--- src/rtl/sseq_pkg.sv ---
package sseq_pkg;
  localparam int CB_DEC  = 0;
  localparam int CB_LA   = 1;
  localparam int CB_WR   = 2;
  localparam int CB_ECC  = 3;
  localparam int CB_TEST = 4;

  typedef enum logic {ST_IDLE, ST_BUSY} seq_st_t;
endpackage

--- src/rtl/sseq_ctrl_reg.sv ---
module sseq_ctrl_reg #(
  parameter int CW = 8
) (
  input  logic          clk,
  input  logic          rst,
  input  logic          cfg_we,
  input  logic [CW-1:0] cfg_wdata,
  output logic [CW-1:0] ctrl_q
);
  always_ff @(posedge clk) begin
    if (rst)         ctrl_q <= '0;
    else if (cfg_we) ctrl_q <= cfg_wdata;
  end

  // reset leaves the control word at zero
  p_rst_clear_r1: assert property (@(posedge clk) rst |=> (ctrl_q == '0));
endmodule

--- src/rtl/sseq_framer.sv ---
module sseq_framer #(
  parameter int BLK_LEN   = 2352,
  parameter int HDR_OFS   = 12,
  parameter int HDR_BYTES = 4,
  parameter int PTR_W     = 24,
  parameter int ADDR_W    = 12
) (
  input  logic                   clk,
  input  logic                   rst,
  input  logic                   wr_req,
  input  logic                   in_valid,
  input  logic                   in_sop,
  input  logic [7:0]             in_data,
  output logic                   buf_we,
  output logic [ADDR_W-1:0]      buf_addr,
  output logic [7:0]             buf_wdata,
  output logic [PTR_W-1:0]       blk_ptr,
  output logic [8*HDR_BYTES-1:0] nxt_hdr,
  output logic [PTR_W-1:0]       nxt_addr,
  output logic                   blk_end
);
  localparam int HW       = 8 * HDR_BYTES;
  localparam int IDX_W    = $clog2(BLK_LEN);
  localparam int HDR_LAST = HDR_OFS + HDR_BYTES - 1;

  logic [IDX_W-1:0]  idx_q, idx_now;
  logic              in_blk_q, wr_act_q, wr_now, byte_ok, in_hdr;
  logic [HW-9:0]     sh_q;
  logic [HW-1:0]     sh_next;
  logic [ADDR_W-1:0] wa_q;

  assign byte_ok = in_valid && (in_sop || in_blk_q);
  assign idx_now = in_sop ? '0 : idx_q;
  assign wr_now  = in_sop ? wr_req : wr_act_q;
  assign blk_end = byte_ok && (idx_now == IDX_W'(BLK_LEN - 1));
  assign in_hdr  = (idx_now >= IDX_W'(HDR_OFS)) && (idx_now <= IDX_W'(HDR_LAST));
  assign sh_next = {sh_q, in_data};

  always_ff @(posedge clk) begin
    if (rst) begin
      idx_q     <= '0;
      in_blk_q  <= 1'b0;
      wr_act_q  <= 1'b0;
      sh_q      <= '0;
      wa_q      <= '0;
      buf_we    <= 1'b0;
      buf_addr  <= '0;
      buf_wdata <= '0;
      blk_ptr   <= '0;
      nxt_hdr   <= '0;
      nxt_addr  <= '0;
    end else begin
      buf_we <= byte_ok && wr_now;
      if (byte_ok) begin
        idx_q    <= idx_now + IDX_W'(1);
        in_blk_q <= !blk_end;
        if (in_sop) wr_act_q <= wr_req;
        if (wr_now) begin
          buf_addr  <= wa_q;
          buf_wdata <= in_data;
          wa_q      <= wa_q + ADDR_W'(1);
        end
        if (in_hdr) sh_q <= sh_next[HW-9:0];
        if (idx_now == IDX_W'(HDR_LAST)) begin
          nxt_hdr  <= sh_next;
          nxt_addr <= blk_ptr;
        end
        if (blk_end && wr_now) blk_ptr <= blk_ptr + PTR_W'(1);
      end
    end
  end

  // a block that started without write enable produces no buffer writes
  p_late_start_r3: assert property (@(posedge clk) disable iff (rst)
    (in_valid && !in_sop && !wr_act_q) |=> !buf_we);
  // pointer frozen while the current block is not being stored
  p_ptr_frozen_r4: assert property (@(posedge clk) disable iff (rst)
    !wr_act_q |=> $stable(blk_ptr));
  // back-to-back writes use consecutive addresses
  p_addr_step_r5: assert property (@(posedge clk) disable iff (rst)
    (buf_we && in_valid && !in_sop && wr_act_q) |=>
      (buf_addr == $past(buf_addr) + ADDR_W'(1)));
endmodule

--- src/rtl/sseq_irq.sv ---
module sseq_irq
  import sseq_pkg::*;
#(
  parameter int HW    = 32,
  parameter int PTR_W = 24
) (
  input  logic             clk,
  input  logic             rst,
  input  logic             dec_act,
  input  logic             ecc_en,
  input  logic             look_ahead,
  input  logic             blk_end,
  input  logic [HW-1:0]    blk_hdr,
  input  logic [PTR_W-1:0] blk_addr,
  input  logic             ecc_done,
  input  logic             irq_clr,
  output logic             ecc_req,
  output logic             irq,
  output logic             irq_ovr,
  output logic [HW-1:0]    hdr_out,
  output logic [PTR_W-1:0] cur_addr
);
  seq_st_t          st_q;
  logic [HW-1:0]    hold_hdr, cur_hdr;
  logic [PTR_W-1:0] hold_adr, cur_adr_q;
  logic             direct, fin, evt;

  assign direct = blk_end && dec_act && !ecc_en;
  assign fin    = (st_q == ST_BUSY) && ecc_done && dec_act;
  assign evt    = direct || fin;

  always_ff @(posedge clk) begin
    if (rst) begin
      st_q      <= ST_IDLE;
      ecc_req   <= 1'b0;
      hold_hdr  <= '0;
      hold_adr  <= '0;
      cur_hdr   <= '0;
      cur_adr_q <= '0;
      irq       <= 1'b0;
      irq_ovr   <= 1'b0;
    end else begin
      ecc_req <= 1'b0;
      if (blk_end && dec_act && ecc_en) begin
        st_q     <= ST_BUSY;
        ecc_req  <= 1'b1;
        hold_hdr <= blk_hdr;
        hold_adr <= blk_addr;
      end else if (st_q == ST_BUSY && ecc_done) begin
        st_q <= ST_IDLE;
      end
      if (direct) begin
        cur_hdr   <= blk_hdr;
        cur_adr_q <= blk_addr;
      end else if (fin) begin
        cur_hdr   <= hold_hdr;
        cur_adr_q <= hold_adr;
      end
      irq     <= evt || (irq && !irq_clr);
      irq_ovr <= (evt && irq && !irq_clr) || (irq_ovr && !irq_clr);
    end
  end

  assign hdr_out  = look_ahead ? blk_hdr  : cur_hdr;
  assign cur_addr = look_ahead ? blk_addr : cur_adr_q;

  // reset clears the interrupt state
  p_rst_irq_r1: assert property (@(posedge clk) rst |=> (!irq && !irq_ovr));
  // no new interrupt while decoding is inactive
  p_gate_r2: assert property (@(posedge clk) disable iff (rst)
    !dec_act |=> !$rose(irq));
  // request is one cycle wide
  p_req_pulse_r6: assert property (@(posedge clk) disable iff (rst)
    ecc_req |=> !ecc_req);
  // interrupt withheld while the corrector is still running
  p_wait_r6: assert property (@(posedge clk) disable iff (rst)
    (st_q == ST_BUSY && !ecc_done && !blk_end) |=> !$rose(irq));
  // interrupt holds until cleared
  p_level_r10: assert property (@(posedge clk) disable iff (rst)
    (irq && !irq_clr) |=> irq);
  // overrun only rises on top of a pending interrupt
  p_ovr_r11: assert property (@(posedge clk) disable iff (rst)
    $rose(irq_ovr) |-> $past(irq));
endmodule

--- src/rtl/sector_seq.sv ---
module sector_seq
  import sseq_pkg::*;
#(
  parameter int BLK_LEN   = 2352,
  parameter int HDR_OFS   = 12,
  parameter int HDR_BYTES = 4,
  parameter int PTR_W     = 24,
  parameter int ADDR_W    = 12
) (
  input  logic                   clk,
  input  logic                   rst,
  input  logic                   cfg_we,
  input  logic [7:0]             cfg_wdata,
  output logic [7:0]             ctrl_q,
  input  logic                   irq_clr,
  input  logic                   in_valid,
  input  logic                   in_sop,
  input  logic [7:0]             in_data,
  output logic                   buf_we,
  output logic [ADDR_W-1:0]      buf_addr,
  output logic [7:0]             buf_wdata,
  output logic [PTR_W-1:0]       blk_ptr,
  output logic [8*HDR_BYTES-1:0] hdr_out,
  output logic [PTR_W-1:0]       cur_addr,
  output logic                   ecc_req,
  input  logic                   ecc_done,
  output logic                   irq,
  output logic                   irq_ovr
);
  localparam int HW = 8 * HDR_BYTES;

  logic [HW-1:0]    nxt_hdr;
  logic [PTR_W-1:0] nxt_addr;
  logic             blk_end, dec_act;

  sseq_ctrl_reg #(.CW(8)) u_reg (
    .clk(clk), .rst(rst), .cfg_we(cfg_we), .cfg_wdata(cfg_wdata), .ctrl_q(ctrl_q)
  );

  assign dec_act = ctrl_q[CB_DEC] && !ctrl_q[CB_TEST];

  sseq_framer #(
    .BLK_LEN(BLK_LEN), .HDR_OFS(HDR_OFS), .HDR_BYTES(HDR_BYTES),
    .PTR_W(PTR_W), .ADDR_W(ADDR_W)
  ) u_frm (
    .clk(clk), .rst(rst), .wr_req(ctrl_q[CB_WR]),
    .in_valid(in_valid), .in_sop(in_sop), .in_data(in_data),
    .buf_we(buf_we), .buf_addr(buf_addr), .buf_wdata(buf_wdata),
    .blk_ptr(blk_ptr), .nxt_hdr(nxt_hdr), .nxt_addr(nxt_addr), .blk_end(blk_end)
  );

  sseq_irq #(.HW(HW), .PTR_W(PTR_W)) u_irq (
    .clk(clk), .rst(rst), .dec_act(dec_act), .ecc_en(ctrl_q[CB_ECC]),
    .look_ahead(ctrl_q[CB_LA]), .blk_end(blk_end), .blk_hdr(nxt_hdr),
    .blk_addr(nxt_addr), .ecc_done(ecc_done), .irq_clr(irq_clr),
    .ecc_req(ecc_req), .irq(irq), .irq_ovr(irq_ovr),
    .hdr_out(hdr_out), .cur_addr(cur_addr)
  );
endmodule

--- config.mk ---
export PLATFORM = sky130hd
export DESIGN_NAME = sector_seq
export DESIGN_NICKNAME = d
export VERILOG_FILES = /design/src/rtl/sseq_pkg.sv /design/src/rtl/sseq_ctrl_reg.sv /design/src/rtl/sseq_framer.sv /design/src/rtl/sseq_irq.sv /design/src/rtl/sector_seq.sv
export SDC_FILE = /design/constraint.sdc
export NUM_CORES = 1
export LEC_CHECK = 0
export BUFFER_PORTS_ARGS = -buffer_cell sky130_fd_sc_hd__buf_4
export CAP_MARGIN = 20
export CORE_MARGIN = 2
export CORE_UTILIZATION = 59
export CTS_CLUSTER_SIZE = 30
export DETAILED_ROUTE_END_ITERATION = 8
export GPL_TIMING_DRIVEN = 0
export PLACE_DENSITY = 0.8
export SYNTH_ARGS = -nofsm -noshare
export SYNTH_HDL_FRONTEND = slang
export SYNTH_SLANG_ARGS = --single-unit
--- constraint.sdc ---
create_clock -name clk -period 4.05 [get_ports clk]
set_input_delay 0.81 -clock clk [delete_from_list [all_inputs] [get_ports clk]]
set_output_delay 0.81 -clock clk [all_outputs]
set_load 0.02 [all_outputs]
==> reports/summary.md, run 1 <==
The run finished with clean final reports. Number of filler instances in the final layout: 1,621. The Yosys step of the flow raised 0 warnings.

The insertion delay of the later-clocked pin in the worst-skew pair is 540 ps. The iteration count of the initial detailed-routing pass came out at 6. The logs give 275 for the clock sink count and 0 for the number of pins exceeding their max-slew limit in the final report.

The post-synthesis sequential element count works out to 275. In this run the horizontal extent of the chip is 151 um. After detailed routing, the number of vias per cell comes to 6.21. Across the run, the number of max-cap violations was 0.

The area growth from synthesis to layout is 18.3%. The run gives 0.603 as the starting density of the core. After global routing the overflow that remains totals 0. The global routing's busiest layer was met2. During placement, the flow inserted port buffers numbering 131. The fraction of met1 tracks used by global routing came out at 0.411. In this run the deepest clock path goes through 3 buffers.

The run gives 22,700 sq um as the overall die area. For the total instance count after detailed placement, the log shows 1,869. In the final routed layout, each cell accounts on average for 19.4 um.

The worst endpoint data arrival time was 4340 ps. Counting every net in the synthesized netlist gives 1,490. Mean instance size in the synthesized netlist: 8.66 sq um.

Setup repair after global routing left no endpoint under its margin. The type of the tightest min-delay check is flop to flop. TritonCTS built the clock tree. Once layout is complete, the cells apart from fillers number 1,922. In this run the worst path has a maximum fanout of 10. For this block, the via count after detailed routing is 11,929. The worst endpoint required time is 4480 ps, and the met2 demand-to-capacity share in global routing is 0.535. Share of synthesized area occupied by flip-flops and latches: 0.435.

The worst setup path is of the input port to flop kind. For the overall power after layout, the log shows 0.00567 W. Buffers added to address setup during post-CTS repair amount to 0. STA classifies the critical path endpoint as a flop.

The area of the mapped netlist is 12,700 sq um. Based on the critical path, the design can be clocked at up to 255 MHz. In this run the count of I/O pins placed on the die edge is 135. The met3 track demand over resource is 0.0533.

Among all flip-flop cells after synthesis, the most frequent one is sky130_fd_sc_hd__dfxtp_1. The post-synthesis async set-or-reset flop share is 0. The number of instances in the synthesized netlist was 1,463. The core region is 21,000 sq um. The run gives 0 as the final count of hold timing violations. After legalization and detailed placement, the total HPWL measured 26.1 mm.

The initialized floorplan defines 53 standard-cell rows. The netlist uses 49 different library cells. Clock tree synthesis inserted a total of 29 buffers. The share of the clock period used by the worst path is 0.967, and the total leakage power is 5.89 nW. Buffers inserted to repair hold after CTS numbered 0.

The depth of the CTS H-tree is 1, and the number of flops mapped to enable cells by yosys is 0. The final antenna diode count was 0. The number of antenna violations at the first check in global routing was 0; the number of failing setup endpoints in the final timing report was 0.

Clock-pin slew was measured on the worst setup and hold paths at 60 ps. The logs give 0.308 for the tightest slew margin relative to the limit and 0.000295 V for the worst IR drop on VDD. Routability-driven placement finished with a final weighted congestion of 0.915.

Entering global routing, the biggest net connects 14 pins. Share of layout cells above drive strength 1: 0.199. The first global-routing pass estimated 58.3 mm of wire. The worst setup path is launched from an input port. The run gives 11,226 as the number of global-route vias before repair. At the end of the flow, the number of nets in the layout was 1,652. After detailed routing, the number of remaining DRC violations is 0. The detail route stage leaves a number of antenna-violating nets equal to 0.

In this run the clock root is driven by a sky130_fd_sc_hd__clkbuf_16. In this run, post-CTS repair resized a total of 0 instances. In this run the power density over the cells is 379 nW/um^2. After detailed routing, the total wire length is 37.3 mm. The clock arrives with 8.13 ps of skew.

In this run the vertical extent of the chip is 151 um. At the pin with the least slew margin, the transition time is 1030 ps. For this block, the initial DRC count from the detailed router was 1,148. The post-layout minimum cycle time came out at 3920 ps.

The all-layer global routing usage was 0.321.
worst paths after layout:
kind	start	endpoint	slack [ps]	cells past startpoint
worst max-delay path	in_sop	u_irq.cur_adr_q[12]	130	10
worst min register to register	u_frm.buf_wdata[3]	u_frm.buf_wdata[3]	460	2
worst max register to register	u_frm.idx_q[0]	u_irq.cur_adr_q[12]	630	8
worst min-delay path	u_frm.buf_wdata[3]	u_frm.buf_wdata[3]	460	2
where the power goes:
group / switching [W] / internal, W / leakage, nW
registers: 0.00000949 / 0.00271 / 2.22
clock network: 0.00109 / 0.00164 / 0.502
logic: 0.000161 / 0.0000597 / 3.17
cell usage in the layout, fill, tap and decap left out, types with 4 or more instances in the layout:
cell / instances
sky130_fd_sc_hd__clkbuf_16: 29
sky130_fd_sc_hd__dfxtp_1: 275
sky130_fd_sc_hd__nand2_1: 63
sky130_fd_sc_hd__buf_4: 134
sky130_fd_sc_hd__nand2b_1: 4
sky130_fd_sc_hd__nor2b_1: 78
sky130_fd_sc_hd__a21oi_1: 173
sky130_fd_sc_hd__o2111ai_1: 5
sky130_fd_sc_hd__mux2i_1: 65
sky130_fd_sc_hd__or3_1: 4
sky130_fd_sc_hd__inv_1: 14
sky130_fd_sc_hd__clkbuf_8: 11
sky130_fd_sc_hd__mux2_2: 134
sky130_fd_sc_hd__xor2_1: 6
sky130_fd_sc_hd__o21ai_0: 147
sky130_fd_sc_hd__buf_1: 14
sky130_fd_sc_hd__and4_1: 8
sky130_fd_sc_hd__and2_1: 8
sky130_fd_sc_hd__buf_2: 6
sky130_fd_sc_hd__xnor2_1: 4
sky130_fd_sc_hd__ha_1: 4
sky130_fd_sc_hd__clkinv_2: 7
sky130_fd_sc_hd__nand3_1: 96
sky130_fd_sc_hd__nor4_1: 8
sky130_fd_sc_hd__and3_1: 5
sky130_fd_sc_hd__nand4_1: 64
sky130_fd_sc_hd__or4_1: 6
sky130_fd_sc_hd__nor2_1: 105
sky130_fd_sc_hd__nor3_1: 18
sky130_fd_sc_hd__clkbuf_1: 121
cell type report:
| cell class | count | area, sq um | area share |
|---|---|---|---|
| Buffer | 142 | 559 | 0.0373 |
| Clock buffer | 43 | 888 | 0.0593 |
| Clock inverter | 10 | 106 | 0.00710 |
| Inverter | 14 | 52.6 | 0.00351 |
| Multi-Input combinational cell | 1032 | 6550 | 0.437 |
| Sequential cell | 275 | 5510 | 0.367 |
| Tap cell | 275 | 344 | 0.0230 |
| Timing Repair Buffer | 131 | 983 | 0.0656 |
critical path: stages:
cell                       delay (ps)
sky130_fd_sc_hd__buf_4            120
sky130_fd_sc_hd__clkbuf_1         190
sky130_fd_sc_hd__clkbuf_1         270
sky130_fd_sc_hd__nor2b_1          220
sky130_fd_sc_hd__ha_1             290
sky130_fd_sc_hd__and4_1           310
sky130_fd_sc_hd__nand4_1          400
sky130_fd_sc_hd__nor3_2           890
sky130_fd_sc_hd__buf_2            430
sky130_fd_sc_hd__mux2_2           380
Yosys cell counts, types with 2 or more instances:
cell type | instances | area (sq um)
sky130_fd_sc_hd__dfxtp_1 | 275 | 5510
sky130_fd_sc_hd__a21oi_1 | 173 | 866
sky130_fd_sc_hd__o21ai_0 | 147 | 736
sky130_fd_sc_hd__mux2_2 | 134 | 1510
sky130_fd_sc_hd__clkbuf_1 | 118 | 443
sky130_fd_sc_hd__nor2_1 | 105 | 394
sky130_fd_sc_hd__nand3_1 | 96 | 480
sky130_fd_sc_hd__nor2b_1 | 78 | 488
sky130_fd_sc_hd__mux2i_1 | 65 | 651
sky130_fd_sc_hd__nand4_1 | 64 | 400
sky130_fd_sc_hd__nand2_1 | 63 | 236
sky130_fd_sc_hd__nor3_1 | 18 | 90.1
sky130_fd_sc_hd__buf_1 | 14 | 52.6
sky130_fd_sc_hd__inv_1 | 14 | 52.6
sky130_fd_sc_hd__and2_1 | 8 | 50.1
sky130_fd_sc_hd__and4_1 | 8 | 70.1
sky130_fd_sc_hd__nor4_1 | 8 | 50.1
sky130_fd_sc_hd__buf_2 | 6 | 30.0
sky130_fd_sc_hd__or4_1 | 6 | 45.0
sky130_fd_sc_hd__xor2_1 | 6 | 52.6
sky130_fd_sc_hd__and3_1 | 5 | 31.3
sky130_fd_sc_hd__o2111ai_1 | 5 | 43.8
sky130_fd_sc_hd__ha_1 | 4 | 50.1
sky130_fd_sc_hd__nand2b_1 | 4 | 25.0
sky130_fd_sc_hd__or3_1 | 4 | 25.0
sky130_fd_sc_hd__xnor2_1 | 4 | 35.0
sky130_fd_sc_hd__buf_4 | 3 | 22.5
sky130_fd_sc_hd__a31oi_1 | 2 | 12.5
sky130_fd_sc_hd__nand4b_1 | 2 | 17.5
sky130_fd_sc_hd__nor3b_1 | 2 | 15.0
sky130_fd_sc_hd__nor4bb_1 | 2 | 20.0
sky130_fd_sc_hd__o211ai_1 | 2 | 15.0
sky130_fd_sc_hd__o31ai_1 | 2 | 15.0
routing by layer:
metal | share of wire | wire [um]
met1 | 0.40 | 15000
met2 | 0.47 | 17400
met3 | 0.086 | 3200
met4 | 0.045 | 1680
met5 | 0 | 0
registers in the layout (all words and copies together), names as in the netlist, 8 cells and up:
register and flops:
u_frm.nxt_hdr 32, u_irq.cur_hdr 32, u_irq.hold_hdr 32, u_frm.blk_ptr 24
u_frm.nxt_addr 24, u_frm.sh_q 24, u_irq.cur_adr_q 24, u_irq.hold_adr 24
u_frm.buf_addr 12, u_frm.idx_q 12, u_frm.wa_q 12, u_frm.buf_wdata 8
u_reg.ctrl_q 8
kinds of logic (layout without fill, tap and decap cells):
| kind of cell | count (synthesis) | after routing | share of synthesized area |
|---|---|---|---|
| and+or+nand+nor | 479 | 479 | 0.197 |
| AOI/OAI and AO/OA | 340 | 340 | 0.139 |
| DFF | 275 | 275 | 0.435 |
| muxes | 199 | 199 | 0.171 |
| buffers and inverters | 156 | 340 | 0.0483 |
| xor gates and xnor gates | 10 | 10 | 0.00691 |
| adders and majority gates | 4 | 4 | 0.00395 |
metrics by stage:
step                cell area [sq um]  hold slack, ps  setup TNS (ps)  worst slack [ps]   util
floorplan                       12700             441               0               962      -
global placement                14000             444          -10080              -216  0.666
detailed placement              14000             447           -9630              -217  0.666
CTS                             15000             456               0               278  0.713
global route                    15000             475               0              50.7  0.713
finish                          15000             456               0               135  0.713
Note: power is estimated with default switching activity, not from simulation.
==> run 2: changes to the inputs <==
CORE_UTILIZATION = 58   (was 59)
PLACE_DENSITY = 0.79   (was 0.8)
SYNTH_HIERARCHICAL = 1   (was unset)
==> run 2 against run 1 <==
Via count fell by 8.9%. Final cell count is 5.2% lower. Combinational power is 19% lower.
==> reports/summary.md, run 2 <==
For the total leakage power, the log shows 5.04 nW (-14%). The number of instances in the synthesized netlist is 1,370 (-6.4%), and the count of buffers inserted at the top-level ports is 132 (+0.76%). The pin count of the biggest net entering global routing was 16 (+2). The tools report the starting density of the core as 0.589 (-0.0138). The number of synthesis warnings was 6 (+6). The most used flip-flop cell after synthesis is sky130_fd_sc_hd__dfxtp_1. The relative area change from synthesis to final layout works out to 20.0%. The worst IR drop on VDD is 0.000318 V (+7.7%).

The number of global-route vias before repair came out at 10,090 (-10%). The number of flops mapped to enable cells by yosys was 0 (unchanged); the share of layout cells above drive strength 1 was 0.187 (-0.0124). The number of vias per cell after detailed routing was 5.96 (-4.0%); the peak fanout along the critical path was 10 (unchanged). The area share of the largest cell type after synthesis works out to 0.465 (+0.0305).

The critical path start-end classification is input port to flop. The clock-pin slew of the registers on the worst-case setup and hold paths was 60 ps (about the same). The instance area after placement is 13,200 sq um (-5.9%).

The I/O pin count was 135 (unchanged). The global-route congestion overflow total was 0 (unchanged); the depth of the worst register-to-register path was 11 (+3). Number of antenna-violating nets in the routed design: 0 (unchanged). The number of antenna violations at the first check in global routing came out at 0 (unchanged). The tools report the post-route worst hold slack as 454 ps (-1.61 ps).

Setup repair after global routing left no endpoint under its margin. The number of pins exceeding their max-slew limit in the final report is 0 (unchanged). The run gives 21,600 sq um (-4.8%) as the overall die area.

The maximum operating frequency was 265 MHz (+3.6%); the final antenna diode count was 0 (unchanged). The tools report the row count as 52 (-1.9%). Max-capacitance violation count: 0 (unchanged). The tools report the number of buffers inserted by hold repair at cts as 0 (unchanged). The library cells used most frequently in the layout, excluding fill and tap cells, are sky130_fd_sc_hd__dfxtp_1, sky130_fd_sc_hd__nand2_1, sky130_fd_sc_hd__a21oi_1. Number of different library cells in the post-synthesis netlist: 47 (-4.1%).

The run gives 20,100 sq um (-4.4%) as the core area. TritonCTS built the clock tree. In the final layout, the registers with the most flip-flops are u_frm/nxt_hdr: 32 flops, u_irq/cur_hdr: 32 flops, u_irq/hold_hdr: 32 flops. Tracing the worst setup path back leads to its startpoint at in_sop. Share of synthesized area occupied by flip-flops and latches: 0.465 (+0.0305). The run gives 1,823 (-5.2%) as the final cell count without fillers. In this run the worst setup path terminates at u_irq/cur_hdr[2].

Wire length of the first global-routing pass: 52.6 mm (-9.8%). Post-layout minimum cycle time: 3780 ps (-135 ps). The width of the die is 147 um (-2.4%). The total instance count after detailed placement was 1,772 (-5.2%).

The clock sink count is 275 (unchanged). The tools report the total CTS buffers as 28 (-3.4%). The final HPWL from detailed placement was 23.2 mm (-11%); the power per unit of standard cell area was 406 nW/um^2 (+7.2%). Leaving out fill and tap cells, the most frequent cell in the layout is sky130_fd_sc_hd__dfxtp_1. The post-synthesis sequential element count was 275 (unchanged); the vertical die dimension was 147 um (-2.4%).

The average detailed-routed wire length per instance came out at 18.2 um (-6.1%). Among all cell types in the netlist, the one instantiated most often is sky130_fd_sc_hd__dfxtp_1. For the total wire length, the log shows 33.2 mm (-11%). The worst setup path is captured at a flop. The synthesized design spends more area on one cell type than any other, namely sky130_fd_sc_hd__dfxtp_1.

For the area of the mapped netlist, the log shows 11,800 sq um (-6.6%). The vias after detailed routing came out at 10,863 (-8.9%). The insertion delay of the later-clocked pin in the worst-skew pair is 550 ps (about the same). The type of the tightest min-delay check was flop to flop. In this run the critical register-to-register path is launched from u_frm/idx_q[0]. The number of nets in the layout was 1,558 (-5.7%); the final routed DRC violation total was 0 (unchanged). The depth of the CTS H-tree came out at 1 (unchanged).

The run gives 630 ps (about the same) as the register-to-register setup slack. The post-synth net total was 1,397 (-6.2%). In the post-synthesis netlist, the biggest area contributors are sky130_fd_sc_hd__dfxtp_1, sky130_fd_sc_hd__a21oi_1, sky130_fd_sc_hd__nand2_1. The cell at the root of the clock tree is sky130_fd_sc_hd__clkbuf_16. The tools report the final cell area excluding filler cells as 14,200 sq um (-5.2%). Slew at the pin closest to its max-slew limit: 648 ps (-380 ps). The worst endpoint data arrival time is 4200 ps (-140 ps). The flow ran to the end, and the final reports show no timing, DRC or antenna violations. The run gives 0.296 (-0.0250) as the all-layer global routing usage.

STA classifies the critical path startpoint as an input port. In the synthesized netlist, the cells that appear most often are sky130_fd_sc_hd__dfxtp_1, sky130_fd_sc_hd__nand2_1, sky130_fd_sc_hd__a21oi_1. The final weighted congestion in routability-driven placement came out at 0.898 (-1.8%). DRC violation total after the first TritonRoute iteration: 1,054 (-8.2%).

Final count of hold timing violations: 0 (unchanged). The share of the clock period used by the worst path was 0.933 (-0.0334). In this run the critical register-to-register path is captured at u_irq/cur_hdr[2]. The tools report the number of buffers on the longest clock path as 3 (unchanged). Iteration count of the initial detailed-routing pass: 6 (unchanged). The run gives 19.9 ps (+11.8 ps) as the worst setup skew after layout.

The post-synthesis async set-or-reset flop share was 0 (unchanged). The number of failing setup endpoints in the final timing report was 0 (unchanged); the worst endpoint required time was 4470 ps (about the same). The tightest slew margin relative to the limit came out at 0.568 (+0.260). The mean instance size in the synthesized netlist was 8.64 sq um (-0.22%).
==> run 2: cell types whose count changed after synthesis, moves of 22 or more <==
cell / previous run / this run
sky130_fd_sc_hd__nor2b_1: 78 / 13
sky130_fd_sc_hd__o22ai_1: 0 / 53
sky130_fd_sc_hd__buf_2: 6 / 30
sky130_fd_sc_hd__nand4_1: 64 / 12
sky130_fd_sc_hd__o21ai_0: 147 / 69
sky130_fd_sc_hd__nand2_1: 63 / 224
sky130_fd_sc_hd__nor2_1: 105 / 38
sky130_fd_sc_hd__mux2_2: 134 / 62
sky130_fd_sc_hd__nand2b_1: 4 / 56
sky130_fd_sc_hd__clkbuf_1: 118 / 69
sky130_fd_sc_hd__nand3_1: 96 / 74
==> run 2: report_power, final <==
group | internal, W | switching, W | total (W)
logic | 0.0000626 | 0.000118 | 0.000180
registers | 0.00271 | 0.0000106 | 0.00272
clock network | 0.00178 | 0.00108 | 0.00286
==> run 2: cell type report <==
class                           count  area [sq um]
Buffer                            113           533
Clock buffer                       36           802
Clock inverter                     16           243
Fill cell                        1569          5900
Inverter                           11          41.3
Multi-Input combinational cell    970          5750
Sequential cell                   275          5510
Tap cell                          270           338
Timing Repair Buffer              132           991
==> run 2: worst min-delay path by stage <==
stage | start | to | slack (ps) | cells after the start
2_1_floorplan | u_frm/sh_q[16] | u_frm/sh_q[16] | 430 | 2
3_3_place_gp | u_frm/sh_q[19] | u_frm/sh_q[19] | 440 | 2
3_5_place_dp | u_irq/hold_hdr[16] | u_irq/hold_hdr[16] | 450 | 2
4_1_cts | u_irq/hold_adr[16] | u_irq/hold_adr[16] | 450 | 2
5_1_grt | u_frm/sh_q[16] | u_frm/sh_q[16] | 470 | 2
6_report | u_irq/hold_adr[16] | u_irq/hold_adr[16] | 450 | 2
==> run 2: worst max-delay path: stages <==
cell and delay [ps]:
sky130_fd_sc_hd__clkbuf_1 190, sky130_fd_sc_hd__clkbuf_1 280, sky130_fd_sc_hd__nor2b_1 210, sky130_fd_sc_hd__ha_1 400
sky130_fd_sc_hd__nand3b_1 250, sky130_fd_sc_hd__or4_4 580, sky130_fd_sc_hd__clkbuf_1 270, sky130_fd_sc_hd__inv_2 230
sky130_fd_sc_hd__nor2b_4 190, sky130_fd_sc_hd__buf_6 190, sky130_fd_sc_hd__buf_6 190, sky130_fd_sc_hd__mux2i_1 270
sky130_fd_sc_hd__o22ai_1 120
==> run 2: through the flow <==
step / total power, W / util / setup TNS (ps) / setup WS [ps]
final: 0.00577 / 0.707 / 0 / 270
after global placement: 0.00296 / 0.655 / -26880 / -338
after floorplan: 0.00288 / - / 0 / 555
after CTS: 0.00579 / 0.707 / 0 / 106
after detailed placement: 0.00296 / 0.655 / -28990 / -381
after global routing: 0.00593 / 0.707 / 0 / 129
==> run 2: per-layer routing <==
metal / part of all wire / wire length (um) / global-route usage
met4: 0.029 / 952 / 0.0966
met3: 0.073 / 2420 / 0.0366
met1: 0.44 / 14700 / 0.415
met2: 0.46 / 15200 / 0.477
met5: 0 / 0 / 0
==> run 2: repair_timing <==
action,4_1_cts,5_1_grt
setup buffers,0,0
gates resized for setup,0,1
endpoints found under the setup margin,0,78
==> run 2: logic make-up after synthesis <==
group,Yosys count,synth area share
flip-flops,275,0.465
XOR/XNOR,11,0.00814
AO/OA/AOI/OAI,343,0.159
buffers and inverters,125,0.0488
multiplexers,131,0.118
adder cells (fa/ha/maj),4,0.00423
AND/OR/NAND/NOR,481,0.197
